### src/rtl/can_fifo_pkg.sv
`timescale 1ns/1ps
package can_fifo_pkg;

    localparam int ADDR_W = 9;
    localparam int DATA_W = 32;

    // control region, above the 64 mailbox slots
    localparam logic [ADDR_W-1:0] A_TXCTL = 9'h100;
    localparam logic [ADDR_W-1:0] A_TXPTR = 9'h101;
    localparam logic [ADDR_W-1:0] A_RXCTL = 9'h102;
    localparam logic [ADDR_W-1:0] A_RXPTR = 9'h103;
    localparam logic [ADDR_W-1:0] A_IEN   = 9'h104;
    localparam logic [ADDR_W-1:0] A_ISTAT = 9'h105;
    localparam logic [ADDR_W-1:0] A_OVRN  = 9'h106;

    localparam logic [7:0] PTR_KEY = 8'hFF;

    localparam int IRQ_TX_BIT = 3;
    localparam int IRQ_RX_BIT = 4;
    localparam int RXCTL_EMPTY_BIT = 7;

    typedef struct packed {
        logic [31:0] id;
        logic [3:0]  dlc;
        logic [63:0] data;
    } can_msg_t;

    localparam int MSG_W = $bits(can_msg_t);

    function automatic logic [ADDR_W-1:0] slot_base(input int slot);
        return ADDR_W'(slot * 4);
    endfunction

endpackage

### src/rtl/can_msg_fifo.sv
`timescale 1ns/1ps
module can_msg_fifo #(
    parameter int WIDTH = 100,
    parameter int DEPTH = 4
) (
    input  logic                           clk,
    input  logic                           rst,
    input  logic                           push,
    input  logic [WIDTH-1:0]               din,
    input  logic                           pop,
    output logic [WIDTH-1:0]               dout,
    output logic [$clog2(DEPTH+1)-1:0]     count,
    output logic                           full,
    output logic                           empty
);
    localparam int PTR_W = (DEPTH > 1) ? $clog2(DEPTH) : 1;
    localparam int CNT_W = $clog2(DEPTH + 1);

    logic [WIDTH-1:0] mem [DEPTH];
    logic [PTR_W-1:0] wr_ptr, rd_ptr;
    logic [CNT_W-1:0] cnt_q;
    logic do_push, do_pop;

    function automatic logic [PTR_W-1:0] bump(input logic [PTR_W-1:0] p);
        return (p == PTR_W'(DEPTH - 1)) ? '0 : p + 1'b1;
    endfunction

    assign full    = (cnt_q == CNT_W'(DEPTH));
    assign empty   = (cnt_q == '0);
    assign do_push = push && !full;
    assign do_pop  = pop && !empty;
    assign dout    = mem[rd_ptr];
    assign count   = cnt_q;

    always_ff @(posedge clk) begin
        if (do_push) mem[wr_ptr] <= din;
    end

    always_ff @(posedge clk) begin
        if (rst) begin
            wr_ptr <= '0;
            rd_ptr <= '0;
            cnt_q  <= '0;
        end else begin
            if (do_push) wr_ptr <= bump(wr_ptr);
            if (do_pop)  rd_ptr <= bump(rd_ptr);
            case ({do_push, do_pop})
                2'b10:   cnt_q <= cnt_q + 1'b1;
                2'b01:   cnt_q <= cnt_q - 1'b1;
                default: cnt_q <= cnt_q;
            endcase
        end
    end


    count_bound_chk: assert property (@(posedge clk) disable iff (rst)
        count <= CNT_W'(DEPTH));


    empty_pop_chk: assert property (@(posedge clk) disable iff (rst)
        (pop && empty && !push) |=> $stable(count));

endmodule

### src/rtl/can_tx_window.sv
`timescale 1ns/1ps
module can_tx_window
    import can_fifo_pkg::*;
(
    input  logic        clk,
    input  logic        rst,
    input  logic        we,
    input  logic [1:0]  sel,
    input  logic [31:0] wdata,
    output can_msg_t    stage
);
    localparam int NWORDS = 2;

    logic [31:0] id_q;
    logic [3:0]  dlc_q;
    logic [31:0] dword [NWORDS];

    always_ff @(posedge clk) begin
        if (rst) begin
            id_q  <= '0;
            dlc_q <= '0;
        end else if (we) begin
            if (sel == 2'd0) id_q  <= wdata;
            if (sel == 2'd1) dlc_q <= wdata[3:0];
        end
    end

    for (genvar g = 0; g < NWORDS; g++) begin : g_dword
        always_ff @(posedge clk) begin
            if (rst)                              dword[g] <= '0;
            else if (we && sel == 2'(g + 2))      dword[g] <= wdata;
        end
    end

    assign stage.id   = id_q;
    assign stage.dlc  = dlc_q;
    assign stage.data = {dword[1], dword[0]};

endmodule

### src/rtl/can_tx_track.sv
`timescale 1ns/1ps
module can_tx_track #(
    parameter int DEPTH = 4,
    parameter int CNT_W = $clog2(DEPTH + 1)
) (
    input  logic             clk,
    input  logic             rst,
    input  logic             commit_req,
    input  logic             done_req,
    input  logic [CNT_W-1:0] occupancy,
    output logic             commit_ok,
    output logic             done_ok,
    output logic [CNT_W-1:0] unsent
);
    logic [CNT_W-1:0] unsent_q;

    assign commit_ok = commit_req && (unsent_q < CNT_W'(DEPTH));
    // only a message already handed to the engine can be confirmed
    assign done_ok   = done_req && (unsent_q > occupancy);
    assign unsent    = unsent_q;

    always_ff @(posedge clk) begin
        if (rst) begin
            unsent_q <= '0;
        end else begin
            case ({commit_ok, done_ok})
                2'b10:   unsent_q <= unsent_q + 1'b1;
                2'b01:   unsent_q <= unsent_q - 1'b1;
                default: unsent_q <= unsent_q;
            endcase
        end
    end


    unsent_cover_chk: assert property (@(posedge clk) disable iff (rst)
        unsent >= occupancy);


    commit_block_chk: assert property (@(posedge clk) disable iff (rst)
        (commit_req && unsent == CNT_W'(DEPTH) && !done_req) |=> $stable(unsent));

endmodule

### src/rtl/can_fifo_irq.sv
`timescale 1ns/1ps
module can_fifo_irq #(
    parameter int NSRC = 2
) (
    input  logic            clk,
    input  logic            rst,
    input  logic            ien_we,
    input  logic            isr_we,
    input  logic [NSRC-1:0] wbits,
    input  logic [NSRC-1:0] set,
    output logic [NSRC-1:0] ien,
    output logic [NSRC-1:0] isr,
    output logic            irq
);
    logic ien_q [NSRC];
    logic isr_q [NSRC];

    for (genvar i = 0; i < NSRC; i++) begin : g_src
        always_ff @(posedge clk) begin
            if (rst) begin
                ien_q[i] <= 1'b0;
                isr_q[i] <= 1'b0;
            end else begin
                if (ien_we) ien_q[i] <= wbits[i];
                if (set[i])      isr_q[i] <= 1'b1;
                else if (isr_we) isr_q[i] <= isr_q[i] & wbits[i];
            end
        end
        assign ien[i] = ien_q[i];
        assign isr[i] = isr_q[i];


        flag_set_chk: assert property (@(posedge clk) disable iff (rst)
            set[i] |=> isr[i]);


        flag_hold_chk: assert property (@(posedge clk) disable iff (rst)
            $fell(isr[i]) |-> ($past(isr_we) && !$past(wbits[i])));
    end

    assign irq = |(isr & ien);

endmodule

### src/rtl/can_fifo_window.sv
`timescale 1ns/1ps
module can_fifo_window
    import can_fifo_pkg::*;
#(
    parameter int DEPTH   = 4,
    parameter int TX_SLOT = 56,
    parameter int RX_SLOT = 60,
    parameter int OVR_W   = 8
) (
    input  logic        clk,
    input  logic        rst,
    input  logic [8:0]  cpu_addr,
    input  logic        cpu_we,
    input  logic [31:0] cpu_wdata,
    output logic [31:0] cpu_rdata,
    output logic        irq,
    output logic        eng_tx_valid,
    input  logic        eng_tx_ready,
    output logic [31:0] eng_tx_id,
    output logic [3:0]  eng_tx_dlc,
    output logic [63:0] eng_tx_data,
    input  logic        eng_tx_done,
    input  logic        eng_rx_valid,
    output logic        eng_rx_ready,
    input  logic [31:0] eng_rx_id,
    input  logic [3:0]  eng_rx_dlc,
    input  logic [63:0] eng_rx_data
);
    localparam int CNT_W = $clog2(DEPTH + 1);
    localparam logic [ADDR_W-1:0] TX_BASE = slot_base(TX_SLOT);
    localparam logic [ADDR_W-1:0] RX_BASE = slot_base(RX_SLOT);
    localparam logic [ADDR_W-3:0] TX_SLOT_W = (ADDR_W-2)'(TX_SLOT);

    // ---------------- register strobes ----------------
    logic stage_we, key_low;
    logic commit_req, release_req;
    logic tx_en, rx_en;

    assign key_low     = (cpu_wdata[7:0] == PTR_KEY);
    assign stage_we    = cpu_we && (cpu_addr[ADDR_W-1:2] == TX_SLOT_W);
    assign commit_req  = cpu_we && (cpu_addr == A_TXPTR) && key_low && tx_en;

    always_ff @(posedge clk) begin
        if (rst) begin
            tx_en <= 1'b0;
            rx_en <= 1'b0;
        end else if (cpu_we) begin
            if (cpu_addr == A_TXCTL) tx_en <= cpu_wdata[0];
            if (cpu_addr == A_RXCTL) rx_en <= cpu_wdata[0];
        end
    end

    // ---------------- transmit path ----------------
    can_msg_t         stage, tx_head;
    logic [MSG_W-1:0] tx_dout;
    logic [CNT_W-1:0] tx_count, unsent;
    logic             tx_full, tx_empty, commit_ok, done_ok, tx_pop;

    can_tx_window u_stage (
        .clk   (clk),
        .rst   (rst),
        .we    (stage_we),
        .sel   (cpu_addr[1:0]),
        .wdata (cpu_wdata),
        .stage (stage)
    );

    can_tx_track #(.DEPTH(DEPTH), .CNT_W(CNT_W)) u_track (
        .clk        (clk),
        .rst        (rst),
        .commit_req (commit_req),
        .done_req   (eng_tx_done),
        .occupancy  (tx_count),
        .commit_ok  (commit_ok),
        .done_ok    (done_ok),
        .unsent     (unsent)
    );

    can_msg_fifo #(.WIDTH(MSG_W), .DEPTH(DEPTH)) u_txq (
        .clk   (clk),
        .rst   (rst),
        .push  (commit_ok),
        .din   (stage),
        .pop   (tx_pop),
        .dout  (tx_dout),
        .count (tx_count),
        .full  (tx_full),
        .empty (tx_empty)
    );

    assign tx_head      = can_msg_t'(tx_dout);
    assign eng_tx_valid = tx_en && !tx_empty;
    assign tx_pop       = eng_tx_valid && eng_tx_ready;
    assign eng_tx_id    = tx_head.id;
    assign eng_tx_dlc   = tx_head.dlc;
    assign eng_tx_data  = tx_head.data;

    // ---------------- receive path ----------------
    can_msg_t         rx_in, rx_head;
    logic [MSG_W-1:0] rx_dout;
    logic [CNT_W-1:0] rx_count;
    logic             rx_full, rx_empty, rx_push, rx_store, rx_drop;
    logic [OVR_W-1:0] ovr_q;

    assign rx_in        = '{id: eng_rx_id, dlc: eng_rx_dlc, data: eng_rx_data};
    assign eng_rx_ready = rx_en;
    assign rx_push      = eng_rx_valid && rx_en;
    assign rx_store     = rx_push && !rx_full;
    assign rx_drop      = rx_push && rx_full;
    assign release_req  = cpu_we && (cpu_addr == A_RXPTR) && key_low;

    can_msg_fifo #(.WIDTH(MSG_W), .DEPTH(DEPTH)) u_rxq (
        .clk   (clk),
        .rst   (rst),
        .push  (rx_push),
        .din   (rx_in),
        .pop   (release_req),
        .dout  (rx_dout),
        .count (rx_count),
        .full  (rx_full),
        .empty (rx_empty)
    );

    assign rx_head = rx_empty ? '0 : can_msg_t'(rx_dout);

    always_ff @(posedge clk) begin
        if (rst)                                 ovr_q <= '0;
        else if (rx_drop && ovr_q != '1)         ovr_q <= ovr_q + 1'b1;
    end

    // ---------------- interrupts ----------------
    logic [1:0] ien, isr;

    can_fifo_irq #(.NSRC(2)) u_irq (
        .clk    (clk),
        .rst    (rst),
        .ien_we (cpu_we && cpu_addr == A_IEN),
        .isr_we (cpu_we && cpu_addr == A_ISTAT),
        .wbits  ({cpu_wdata[IRQ_RX_BIT], cpu_wdata[IRQ_TX_BIT]}),
        .set    ({rx_store, done_ok}),
        .ien    (ien),
        .isr    (isr),
        .irq    (irq)
    );

    // ---------------- read mux ----------------
    always_comb begin
        cpu_rdata = '0;
        case (cpu_addr)
            TX_BASE:        cpu_rdata = stage.id;
            TX_BASE + 9'd1: cpu_rdata = {28'd0, stage.dlc};
            TX_BASE + 9'd2: cpu_rdata = stage.data[31:0];
            TX_BASE + 9'd3: cpu_rdata = stage.data[63:32];
            RX_BASE:        cpu_rdata = rx_head.id;
            RX_BASE + 9'd1: cpu_rdata = {28'd0, rx_head.dlc};
            RX_BASE + 9'd2: cpu_rdata = rx_head.data[31:0];
            RX_BASE + 9'd3: cpu_rdata = rx_head.data[63:32];
            A_TXCTL:        cpu_rdata = DATA_W'({unsent, tx_en});
            A_RXCTL:        cpu_rdata = DATA_W'({rx_empty, 6'd0, rx_en});
            A_IEN:          cpu_rdata = DATA_W'({ien, 3'd0});
            A_ISTAT:        cpu_rdata = DATA_W'({isr, 3'd0});
            A_OVRN:         cpu_rdata = DATA_W'(ovr_q);
            default:        cpu_rdata = '0;
        endcase
    end


    ovr_step_chk: assert property (@(posedge clk) disable iff (rst)
        !$stable(ovr_q) |-> (ovr_q == OVR_W'($past(ovr_q) + 1'b1)));


    rx_drop_chk: assert property (@(posedge clk) disable iff (rst)
        (rx_drop && !release_req) |=> $stable(rx_count));


    tx_full_chk: assert property (@(posedge clk) disable iff (rst)
        tx_full |-> (unsent == CNT_W'(DEPTH)));

endmodule

### config.mk
export PLATFORM = sky130hd
export DESIGN_NAME = can_fifo_window
export DESIGN_NICKNAME = d
export VERILOG_FILES = /design/src/rtl/can_fifo_pkg.sv /design/src/rtl/can_msg_fifo.sv /design/src/rtl/can_tx_window.sv /design/src/rtl/can_tx_track.sv /design/src/rtl/can_fifo_irq.sv /design/src/rtl/can_fifo_window.sv
export SDC_FILE = /design/constraint.sdc
export NUM_CORES = 1
export LEC_CHECK = 0
export BUFFER_PORTS_ARGS = -buffer_cell sky130_fd_sc_hd__buf_2
export CORE_MARGIN = 5
export CORE_UTILIZATION = 50
export CTS_CLUSTER_SIZE = 30
export DETAILED_ROUTE_END_ITERATION = 8
export PLACE_DENSITY_LB_ADDON = 0.25
export SKIP_CTS_REPAIR_TIMING = 1
export SLEW_MARGIN = 0
export SYNTH_ARGS = -nofsm -noshare
export SYNTH_HDL_FRONTEND = slang
export SYNTH_SLANG_ARGS = --single-unit
### constraint.sdc
create_clock -name clk -period 12 [get_ports clk]
set_input_delay 2.4 -clock clk [delete_from_list [all_inputs] [get_ports clk]]
set_output_delay 2.4 -clock clk [all_outputs]
set_load 0.005 [all_outputs]
== Word level (Yosys, flattened, before mapping) ==
Memories as Yosys holds them, arrays and structs flattened. A register that Yosys moved wholly into a read port is not among the register bits.
Cells that the tools add are included.
Storage, ports and cells
  register bits after elaboration: 63
  bits in writable memories: 868
  output and inout bits: 135
  memories: 5
Memory list
  u_rxq.mem: words 4, bits a word 100, read ports 1, clocked after Yosys merged registers in 1, write ports 1, RTL line can_msg_fifo.sv:19  | logic [WIDTH-1:0] mem [DEPTH];
  u_txq.mem: words 4, bits a word 100, read ports 1, clocked after Yosys merged registers in 1, write ports 1, RTL line can_msg_fifo.sv:19
  u_stage.dword: words 2, bits a word 32, read ports 2, clocked after Yosys merged registers in 0, write ports 2, RTL line can_tx_window.sv:16  | logic [31:0] dword [NWORDS];
  u_irq.ien_q: words 2, bits a word 1, read ports 2, clocked after Yosys merged registers in 0, write ports 2, RTL line can_fifo_irq.sv:15  | logic ien_q [NSRC];
  u_irq.isr_q: words 2, bits a word 1, read ports 2, clocked after Yosys merged registers in 0, write ports 2, RTL line can_fifo_irq.sv:16  | logic isr_q [NSRC];
Cells by class
  $add $sub $neg: 11
  $lt $le $gt $ge: 2
  equal/unequal tests: 33
  muxes and demuxes: 48
  bitwise logic cells: 11
  reductions and logical operators: 36
Operators by type and width (number)
  32-bit one-hot mux with 13 select lines: 1
  100-bit 2-to-1 mux: 1
  9-bit by 8-bit == test with 1-bit output, second input constant: 8
  32-bit 2-to-1 mux: 2
  9-bit == test, second input constant: 7
  1-bit 2-to-1 mux: 33
  1-bit logical AND: 21
  2-bit == test, second input constant: 9
  3-bit one-hot mux with 2 select lines: 3
  2-bit 2-to-1 mux: 8
  3-bit by 1-bit adder with 3-bit output, second input constant: 3
  3-bit by 1-bit subtractor with 3-bit output, second input constant: 3
  2-bit by 1-bit adder with 2-bit output, second input constant: 4
  8-bit by 1-bit adder with 8-bit output, second input constant: 1
  2-bit by 1-bit == test with 1-bit output, second input constant: 4
  8-bit == test, second input constant: 1
  8-bit inequality test, second input constant: 1
  1-bit bitwise OR: 8
  2-bit AND reduction: 4
  7-bit by 6-bit == test with 1-bit output, second input constant: 1
  3-bit == test, second input constant: 2
  3-bit logical NOT: 2
  2-bit nonzero test: 3
  1-bit logical NOT: 4
  6 further kinds: 7

== Depth between registers and ports, before layout ==
Gate-level depths: netlist (run 1).
  word-level depth: 8
  gate-level depth with buffers: 11
  gate-level depth less buffers: 11

== By module ==
From an unflattened synthesis (run 1), not the netlist that was laid out.
Unflattened totals
  cell total of the unflattened synthesis: 1799
  area total of the unflattened synthesis: 36757.8 um2
Modules (own cells, without submodules)
  can_msg_fifo (u_txq): instances 1, cells an instance 576, area an instance 14886.8 um2, sequential area each 12191.7 um2
  can_msg_fifo (u_rxq): instances 1, cells an instance 576, area an instance 14885.5 um2, sequential area each 12191.7 um2
  can_tx_window: instances 1, cells an instance 293, area an instance 4046.4 um2, sequential area each 2642.5 um2
  can_fifo_window: instances 1, cells an instance 306, area an instance 2483.6 um2, sequential area each 200.2 um2
  can_tx_track: instances 1, cells an instance 30, area an instance 237.7 um2, sequential area each 60.1 um2
  can_fifo_irq: instances 1, cells an instance 18, area an instance 217.7 um2, sequential area each 120.1 um2

== Least setup slack after synthesis (run 1) ==
Ideal clock, no wire load.
  kind: input-to-reg
  start point: input port cpu_addr[2]
  end point: memory u_txq.mem[0][0], enable pin
  library setup time: 471 ps
  data arrival time: 5579 ps
  data required time: 11529 ps
  slack: 5950 ps
  stages on the path: 4
  buffers on the path: 1
  cells stage by stage: buf_6 nor4b_4 and4b_1 and3_1
Between the ends
  word-level cells in the longest chain between the ends: 8
Ends and longest elaborated chain
  from (decl): RTL line can_fifo_window.sv:12  | input logic [8:0] cpu_addr,
  9-bit == test: RTL line can_fifo_window.sv:41  | assign commit_req = cpu_we && (cpu_addr == A_TXPTR) && key_low && tx_en;
  1-bit logical AND (3 in a row): RTL line can_fifo_window.sv:41
  1-bit logical AND: RTL line can_tx_track.sv:17  | assign commit_ok = commit_req && (unsent_q < CNT_W'(DEPTH));
  1-bit logical AND: RTL line can_msg_fifo.sv:30  | assign do_push = push && !full;
  1-bit 2-to-1 mux: RTL line can_msg_fifo.sv:36  | if (do_push) mem[wr_ptr] <= din;
  1-bit 2-to-1 mux (implied by the code): RTL line can_msg_fifo.sv:36
  to (decl): RTL line can_msg_fifo.sv:19
No other way between the ends.

== Final worst setup path (run 1) ==
  start point: input port cpu_addr[0]
  end point: output port cpu_rdata[13]
Between the ends
  word-level cells in the longest chain between the ends: 2
Ends and longest elaborated chain
  9-bit == test / 9-bit by 8-bit == test with 1-bit output (equally long branches): RTL line can_fifo_window.sv:149  | case (cpu_addr)
  32-bit one-hot mux with 13 select lines *: RTL line can_fifo_window.sv:149
  to (decl): RTL line can_fifo_window.sv:15  | output logic [31:0] cpu_rdata,
Mark *: on every way between the ends. The rest lies on a longest branch, timed or not.

==> results of run 1 <==
## layout by cell type (no fill, tap or decap), types with 15 or more instances in the layout
cell,n
a21oi_1,56
a22oi_1,87
a31oi_1,32
and2_1,94
buf_2,280
buf_4,25
clkbuf_1,33
clkbuf_16,93
clkinv_1,15
dfxtp_1,63
edfxtp_1,868
ha_1,17
inv_1,27
mux2_2,24
mux2i_1,133
mux4_2,144
nand2_1,80
nand3_1,16
nor2_1,26
o21ai_0,19
o22ai_1,25
## metrics by stage
step	hold WS, ns	total power, mW	area, um^2	setup WS [ns]	utilization
2_1_floorplan	0.454	3.68	36500	5.95	-
3_3_place_gp	0.448	3.75	38900	4.70	0.536
3_5_place_dp	0.473	3.75	38900	4.68	0.536
4_1_cts	0.482	6.42	41700	4.69	0.574
5_1_grt	0.530	6.57	41700	4.62	0.574
6_report	0.481	6.37	41700	4.63	0.574
## state kept, by name, summed over array words and instances (netlist names), 3 cells and up, named ones only
signal,count
u_rxq.count,3
u_rxq.mem,400
u_stage.id_q,32
u_txq.count,3
u_stage.dword,64
u_track.unsent,3
u_stage.dlc_q,4
u_txq.mem,400
ovr_q,8
## area by class of cell
type / count / share of cell area
diodes: 12 / 0.000720
well taps: 959 / 0.0288
repair buffers: 306 / 0.0386
flip-flops and latches: 935 / 0.658
clock inverters: 34 / 0.00627
multi-input cells: 864 / 0.205
inverters: 27 / 0.00243
clock buffers: 132 / 0.0608
## power by group through the flow
| stage | logic [mW] | clock network (mW) | registers (mW) |
|---|---|---|---|
| 3_3_place_gp | 0.104 | 0 | 3.64 |
| 3_5_place_dp | 0.109 | 0 | 3.64 |
| 2_1_floorplan | 0.0408 | 0 | 3.64 |
| 6_report | 0.110 | 2.69 | 3.58 |
| 5_1_grt | 0.118 | 2.88 | 3.58 |
| 4_1_cts | 0.110 | 2.74 | 3.58 |
## tightest hold or removal path, delay by kind of cell, from the launching register on
kind,cells,cell delay [ns]
and+or+nand+nor,1,0.06
AOI/OAI and AO/OA,1,0.07
DFF,1,0.31
## final timing paths
check | slack (ns) | start | end
max | 4.63 | cpu_addr[0] | cpu_rdata[13]
max reg2reg | 8.77 | eng_rx_ready | u_rxq.mem[1][43]
min | 0.48 | u_txq.rd_ptr[1] | register
min reg2reg | 0.48 | u_txq.rd_ptr[1] | register
## cell families after synthesis
family,synth area share
simple gates,0.0456
flops,0.752
xor+xnor,0.00192
buf+inv,0.0167
mux,0.133
fa+ha+maj,0.00748
compound gates,0.0437
## metal layers
layer  wire (um)  up-vias
met2       41600      723
li1            -     8411
met4        2380       28
met1       35000     9948
met5         177        -
met3        7090      153
==> flow_summary.yaml, run 1 <==
critical_path:
  path_class: "in2out"
  crit_slowest_cell: "buf_4"
  ff2ff_path_depth: 4
  crit_arrival_ns: 4.97
  critPathMaxFanout: 57
  worst-path-buf-inv: 3
  crit_path_cell_trace: "buf_2 > and4bb_2 > buf_4 > a22oi_1 > o22ai_1 > buf_2"
  cpLargestDelayFamily: "buffers and inverters"
  setup.worst_path.end_class: "output port"
  required_ns: 9.60
  cp_num_cells: 6
  slowest_delay_ns: 0.71
  cp-start-kind: "primary input"
  path_common_cell: "buf_2"
timing:
  finalCritPeriodShare: 0.614
  slew_violations: 0
  skew_ns: 0.0153
  tightest_slew_ns: 1.19
  tns_ns: 0
  relSlewSlack: 0.205
  fmax_mhz: 136
  rsz0062_at_grt: "no"
  setup_viol: 0
  hold_viol_final: 0
  timing.final.crit_period_ns: 7.37
synthesis:
  synth_nets: 2102
  synthFlopType: "edfxtp_1"
  synth_cell_types: 63
  postSynthCellCount: 1935
  synth_top_area_frac: 0.715
  avgSynthCellArea_um2: 18.8
  yosysWarnings: 0
  ys_seq_elements: 935
  yosys-top-cells-count: "edfxtp_1, mux4_2, mux2i_1, and2_1, a22oi_1"
  synth_area_leaders: "edfxtp_1, mux4_2, dfxtp_1, mux2i_1, a22oi_1"
  synth_top_area_cell: "edfxtp_1"
  ys_seq_area_frac: 0.752
  yosysMostFrequentCell: "edfxtp_1"
  netlist_area_mm2: 0.0365
  synth-edff-count: 868
  async_reset_ff_frac: 0
power_and_ir_drop:
  seqPwrFrac: 0.561
  powerDensity_mw_per_mm2: 153
  p_sw_frac: 0.193
  clockPowerShare: 0.421
  cellLeakagePower_nw: 13.6
  peakVddDrop_mv: 0.117
  combPwrFrac: 0.017
  internal_power_mw: 5.14
  p_sw_mw: 1.23
global_routing:
  met1_usage: 0.299
  grt_remaining_overflow: 0
  top_usage_layer: "met2"
  grt_antenna_before_repair: 29
  grt_pass1_vias: 19600
  grt_max_degree: 158
  grtUsageTotal: 0.217
  grt_first_pass_wirelength_um: 127000
  met3_usage: 0.0567
  use_met2: 0.342
clock_network:
  root_buffer: "clkbuf_16"
  cts_tree: "done"
  clock_path_buffers: 3
  htree_levels: 3
  clkTransAtPathRegs_ns: 0.05
  cts_made_buffers: 93
  clock-sinks: 935
  insertion_delay_ns: 0.63
finish:
  multi_input_area_mm2: 0.00854
  ff_latch_area_mm2: 0.0274
  nNetsFinal: 2394
  final_cells: 3269
  fillerInstances: 5461
  syn_to_final_growth_pct: 14.4
  final_layout_size_suffix_gt1_frac: 0.272
placed_design:
  port_buffers: 281
  gp_congestion: 0.822
  hpwl_um: 52200
  dp.cells: 3091
run_status:
  status: "complete, no violations"
floorplanning:
  dieArea_mm2: 0.0784
  fp.dieH_um: 280
  start_util: 0.502
  coreArea_mm2: 0.0726
  fp.dieW_um: 280
  io_pins: 282
  row_count: 99
route:
  num_vias: 19300
  postRouteAntennaNets: 0
  drtPass1Iterations: 5
  drt_iter0_drc: 1780
  drc: 0
  totalWireLength_um: 86200
  viasPerCell: 5.89
  wl_per_cell_um: 26.4
worst_hold_path:
  hp-class: "reg2reg"
  whs_path_depth: 2
run:
  max_cap_violations: 0
Power figures use the tool's default switching activity.
==> run 2, diff against run 1 <==
- clock period: 12 -> 6.1 ns (I/O delays scaled with it)
==> flow_summary.yaml, run 2 (same netlist as run 1, synthesis figures left out) <==
run_status:
  status: "complete, no violations"
timing:
  finalCritPeriodShare: 0.807
  slew_violations: 0
  rsz0062_at_grt: "no"
  tns_ns: 0
  skew_ns: 0.0214
  setup_viol: 0
  hold_viol_final: 0
  timing.final.crit_period_ns: 4.92
  relSlewSlack: 0.205
  tightest_slew_ns: 1.19
  fmax_mhz: 203
clock_network:
  htree_levels: 3
  cts_made_buffers: 94
  cts_tree: "done"
  clock_path_buffers: 3
  insertion_delay_ns: 0.64
  clkTransAtPathRegs_ns: 0.06
  clock-sinks: 935
  root_buffer: "clkbuf_16"
critical_path:
  crit_path_cell_trace: "buf_4 > buf_4 > mux2_2 > a22oi_1 > o22ai_1 > buf_2"
  critPathMaxFanout: 37
  path_class: "in2out"
  crit_slowest_cell: "a22oi_1"
  crit_arrival_ns: 3.70
  timing.rr.start: "eng_rx_ready"
  required_ns: 4.88
  crit_path_start: "cpu_addr[1]"
  setup.worst_path.end_class: "output port"
  slowest_delay_ns: 0.60
  cp-start-kind: "primary input"
  path_common_cell: "buf_4"
  regToRegSetupSlack_ns: 3.10
floorplanning:
  io_pins: 282
  fp.dieW_um: 280
  start_util: 0.502
  dieArea_mm2: 0.0784
  coreArea_mm2: 0.0726
  fp.dieH_um: 280
  row_count: 99
global_routing:
  grt_remaining_overflow: 0
  met3_usage: 0.0577
  top_usage_layer: "met2"
  grt_antenna_before_repair: 30
  grt_pass1_vias: 19300
  grtUsageTotal: 0.217
  grt_first_pass_wirelength_um: 127000
  met1_usage: 0.302
  grt_max_degree: 101
  use_met2: 0.348
power_and_ir_drop:
  p_sw_frac: 0.196
  internal_power_mw: 10.3
  combPwrFrac: 0.017
  seqPwrFrac: 0.547
  powerDensity_mw_per_mm2: 305
  p_sw_mw: 2.52
  total_power_mw: 12.9
  cellLeakagePower_nw: 13.8
  peakVddDrop_mv: 0.226
  clockPowerShare: 0.436
worst_hold_path:
  hp-start: "u_txq.rd_ptr[0]"
  hp-class: "reg2reg"
route:
  drt_iter0_drc: 1955
  totalWireLength_um: 86000
  wl_per_cell_um: 26.2
  viasPerCell: 5.84
  postRouteAntennaNets: 0
  drtPass1Iterations: 5
  drc: 0
  num_vias: 19200
finish:
  mostFrequentLayoutCells: "edfxtp_1, buf_2, mux4_2"
  syn_to_final_growth_pct: 15.4
  final_common_cell: "edfxtp_1"
  biggestRegsByFlops: "u_rxq.mem x400, u_txq.mem x400, u_stage.dword x64"
  final_layout_size_suffix_gt1_frac: 0.282
  fillerInstances: 5496
  nNetsFinal: 2398
  finalInstanceArea_mm2: 0.0421
placed_design:
  placed_area_mm2: 0.0390
  gp_congestion: 0.817
  hpwl_um: 52800
  port_buffers: 281
run:
  max_cap_violations: 0
-- run 2: per-stage QoR --
stage | hold WS (ns) | util | cells | setup slack (ns)
after global routing | 0.532 | 0.579 | 3271 | 1.04
after detailed placement | 0.482 | 0.537 | 3094 | 1.14
final | 0.494 | 0.580 | 3281 | 1.18
after CTS | 0.498 | 0.579 | 3268 | 1.09
after global placement | 0.454 | 0.537 | 3094 | 1.21
after floorplan | 0.454 | - | 1935 | 1.23
-- run 2: worst max-delay path, delay by kind of cell --
kind | cells | cell delay (ns)
AOI/OAI and AO/OA | 2 | 0.82
buffers and inverters | 3 | 1.22
muxes | 1 | 0.39
-- run 2: final timing paths --
kind                            cells past startpoint               end
worst max-delay path                                6     cpu_rdata[10]
worst min-delay path                                2          register
worst max register to register                      4  u_rxq.mem[2][37]
worst min register to register                      2          register
-- run 2: area by class of cell --
type	instances	area, um^2	area share
repair buffers	309	1740	0.0414
well taps	959	1200	0.0285
multi-input cells	864	8540	0.203
clock inverters	45	382	0.00907
clock buffers	129	2660	0.0631
diodes	13	32.5	0.000773
flip-flops and latches	935	27400	0.652
inverters	27	101	0.00241
-- run 2: routing by layer --
| layer | up-vias | routed length [um] |
|---|---|---|
| met1 | 9907 | 35100 |
| li1 | 8420 | - |
| met2 | 694 | 42100 |
| met5 | - | 133 |
| met4 | 24 | 1580 |
| met3 | 130 | 7100 |
-- run 2: power groups by stage --
stage	logic, mW	clock network, mW	registers [mW]
detailed placement	0.216	0	7.17
CTS	0.217	5.70	7.03
floorplan	0.0803	0	7.16
finish	0.216	5.60	7.04
global placement	0.208	0	7.17
global route	0.232	5.99	7.03
==> run 3, diff against run 2 <==
- clock period: 6.1 -> 4.5 ns (I/O delays scaled with it)
==> flow_summary.yaml, run 3 (same netlist as run 1, synthesis figures left out) <==
global_routing:
  grt_antenna_before_repair: 23
  grtUsageTotal: 0.225
  grt_max_degree: 62
  grt_first_pass_wirelength_um: 131000
  grt_pass1_vias: 19600
  grt_remaining_overflow: 0
floorplanning:
  fp.dieH_um: 280
  io_pins: 282
  coreArea_mm2: 0.0726
  fp.dieW_um: 280
  row_count: 99
  start_util: 0.502
  dieArea_mm2: 0.0784
timing:
  relSlewSlack: 0.413
  rsz0062_at_grt: "no"
  hold_viol_final: 0
  skew_ns: 0.0310
  timing.final.crit_period_ns: 4.01
  finalCritPeriodShare: 0.890
  fmax_mhz: 250
  setup_viol: 0
  tightest_slew_ns: 0.880
  tns_ns: 0
  slew_violations: 0
finish:
  ff_latch_area_mm2: 0.0274
  biggestRegsByFlops: "u_rxq.mem x400, u_txq.mem x400, u_stage.dword x64"
  nNetsFinal: 2426
  finalInstanceArea_mm2: 0.0423
  fillerInstances: 5485
  final_core_util: 0.582
  syn_to_final_growth_pct: 16.0
  final_common_cell: "edfxtp_1"
  mostFrequentLayoutCells: "edfxtp_1, buf_2, mux4_2"
  final_cells: 3298
  multi_input_area_mm2: 0.00855
  final_layout_size_suffix_gt1_frac: 0.286
clock_network:
  cts_made_buffers: 93
  clock_path_buffers: 3
  htree_levels: 3
  clkTransAtPathRegs_ns: 0.06
  cts_tree: "done"
  root_buffer: "clkbuf_16"
  clock-sinks: 935
  insertion_delay_ns: 0.63
placed_design:
  hpwl_um: 59200
  port_buffers: 281
  gp_congestion: 0.874
  placed_area_mm2: 0.0394
  dp.cells: 3123
route:
  drc: 0
  num_vias: 19400
  totalWireLength_um: 89200
  viasPerCell: 5.89
  drt_iter0_drc: 2053
  postRouteAntennaNets: 0
  wl_per_cell_um: 27.0
  drtPass1Iterations: 6
run_status:
  status: "complete, no violations"
critical_path:
  cp-endpoint: "cpu_rdata[8]"
  crit_arrival_ns: 3.11
  ff2ff_path_depth: 11
  slowest_delay_ns: 0.74
  regToRegSetupSlack_ns: 1.80
  path_class: "reg2out"
  cp_num_cells: 6
  timing.rr.start: "u_txq.count[1]"
  required_ns: 3.60
  crit_path_cell_trace: "buf_4 > mux4_2 > and2_1 > a31oi_1 > o22ai_1 > buf_2"
  critPathMaxFanout: 26
  cp-start-kind: "register"
  cpLargestDelayFamily: "flip-flops"
  setup.worst_path.end_class: "output port"
  worst-path-buf-inv: 2
  r2r_end: "u_track.unsent[2]"
  crit_slowest_cell: "dfxtp_4"
power_and_ir_drop:
  powerDensity_mw_per_mm2: 408
  total_power_mw: 17.2
  cellLeakagePower_nw: 13.9
  peakVddDrop_mv: 0.312
worst_hold_path:
  hp-class: "reg2reg"
run:
  max_cap_violations: 0
==> run 3: cell count changes in the layout (fill, tap and decap cells not counted), moves of 2 or more <==
cell        before  now
clkinv_4         4    0
clkinv_2        15   18
clkinv_1        13   10
buf_12          10   20
clkbuf_8        13    6
clkbuf_1        20   29
clkinvlp_4       4    2
buf_4           19   38
inv_6            3    1
diode_2         13    8
==> run 3: worst min path at each step <==
stage / from / to / slack, ns / cells after the start
global placement: u_txq.rd_ptr[1] / register / 0.45 / 2
global route: eng_rx_id[22] / u_rxq.mem[1][90] / 0.46 / 1
detailed placement: u_txq.rd_ptr[1] / register / 0.47 / 2
floorplan: u_txq.rd_ptr[1] / register / 0.45 / 2
CTS: eng_rx_id[27] / u_rxq.mem[3][95] / 0.44 / 1
finish: u_txq.rd_ptr[1] / register / 0.48 / 2
==> run 3: per-layer routing <==
layer / vias to the layer above / GRT usage / share of wire
li1: 8481 / - / -
met2: 775 / 0.360 / 0.48
met4: 24 / 0.0478 / 0.017
met3: 130 / 0.0603 / 0.087
met5: - / 0 / 0.0019
met1: 10000 / 0.317 / 0.41
==> run 3: through the flow <==
stage | setup slack (ns) | hold WS (ns)
2_1_floorplan | 0.269 | 0.454
3_3_place_gp | 0.756 | 0.451
3_5_place_dp | 0.692 | 0.475
4_1_cts | 0.361 | 0.443
5_1_grt | 0.258 | 0.463
6_report | 0.494 | 0.480
==> run 3: cell type report <==
type	instances	share of cell area
Timing Repair Buffer	338	0.0494
Sequential cell	935	0.649
Clock buffer	130	0.0608
Clock inverter	37	0.00784
Multi-Input combinational cell	864	0.202
Inverter	27	0.00240
Tap cell	959	0.0284
Antenna cell	8	0.000474
==> run 3: report_power, final <==
part / switching (mW) / leakage (nW) / internal [mW]
logic: 0.203 / 3.73 / 0.101
registers: 0.0612 / 8.76 / 9.49
clock network: 3.08 / 1.42 / 4.31
==> run 3: worst register-to-register path, cell delays in order, from the launching register on <==
cell and delay, ns:
dfxtp_1 0.39, inv_1 0.10, ha_1 0.30, nor2b_1 0.11, o21ai_0 0.07, a21oi_1 0.35
ha_1 0.27, inv_1 0.06, fa_1 0.37, xor2_1 0.16, or3_1 0.31, a21oi_1 0.14
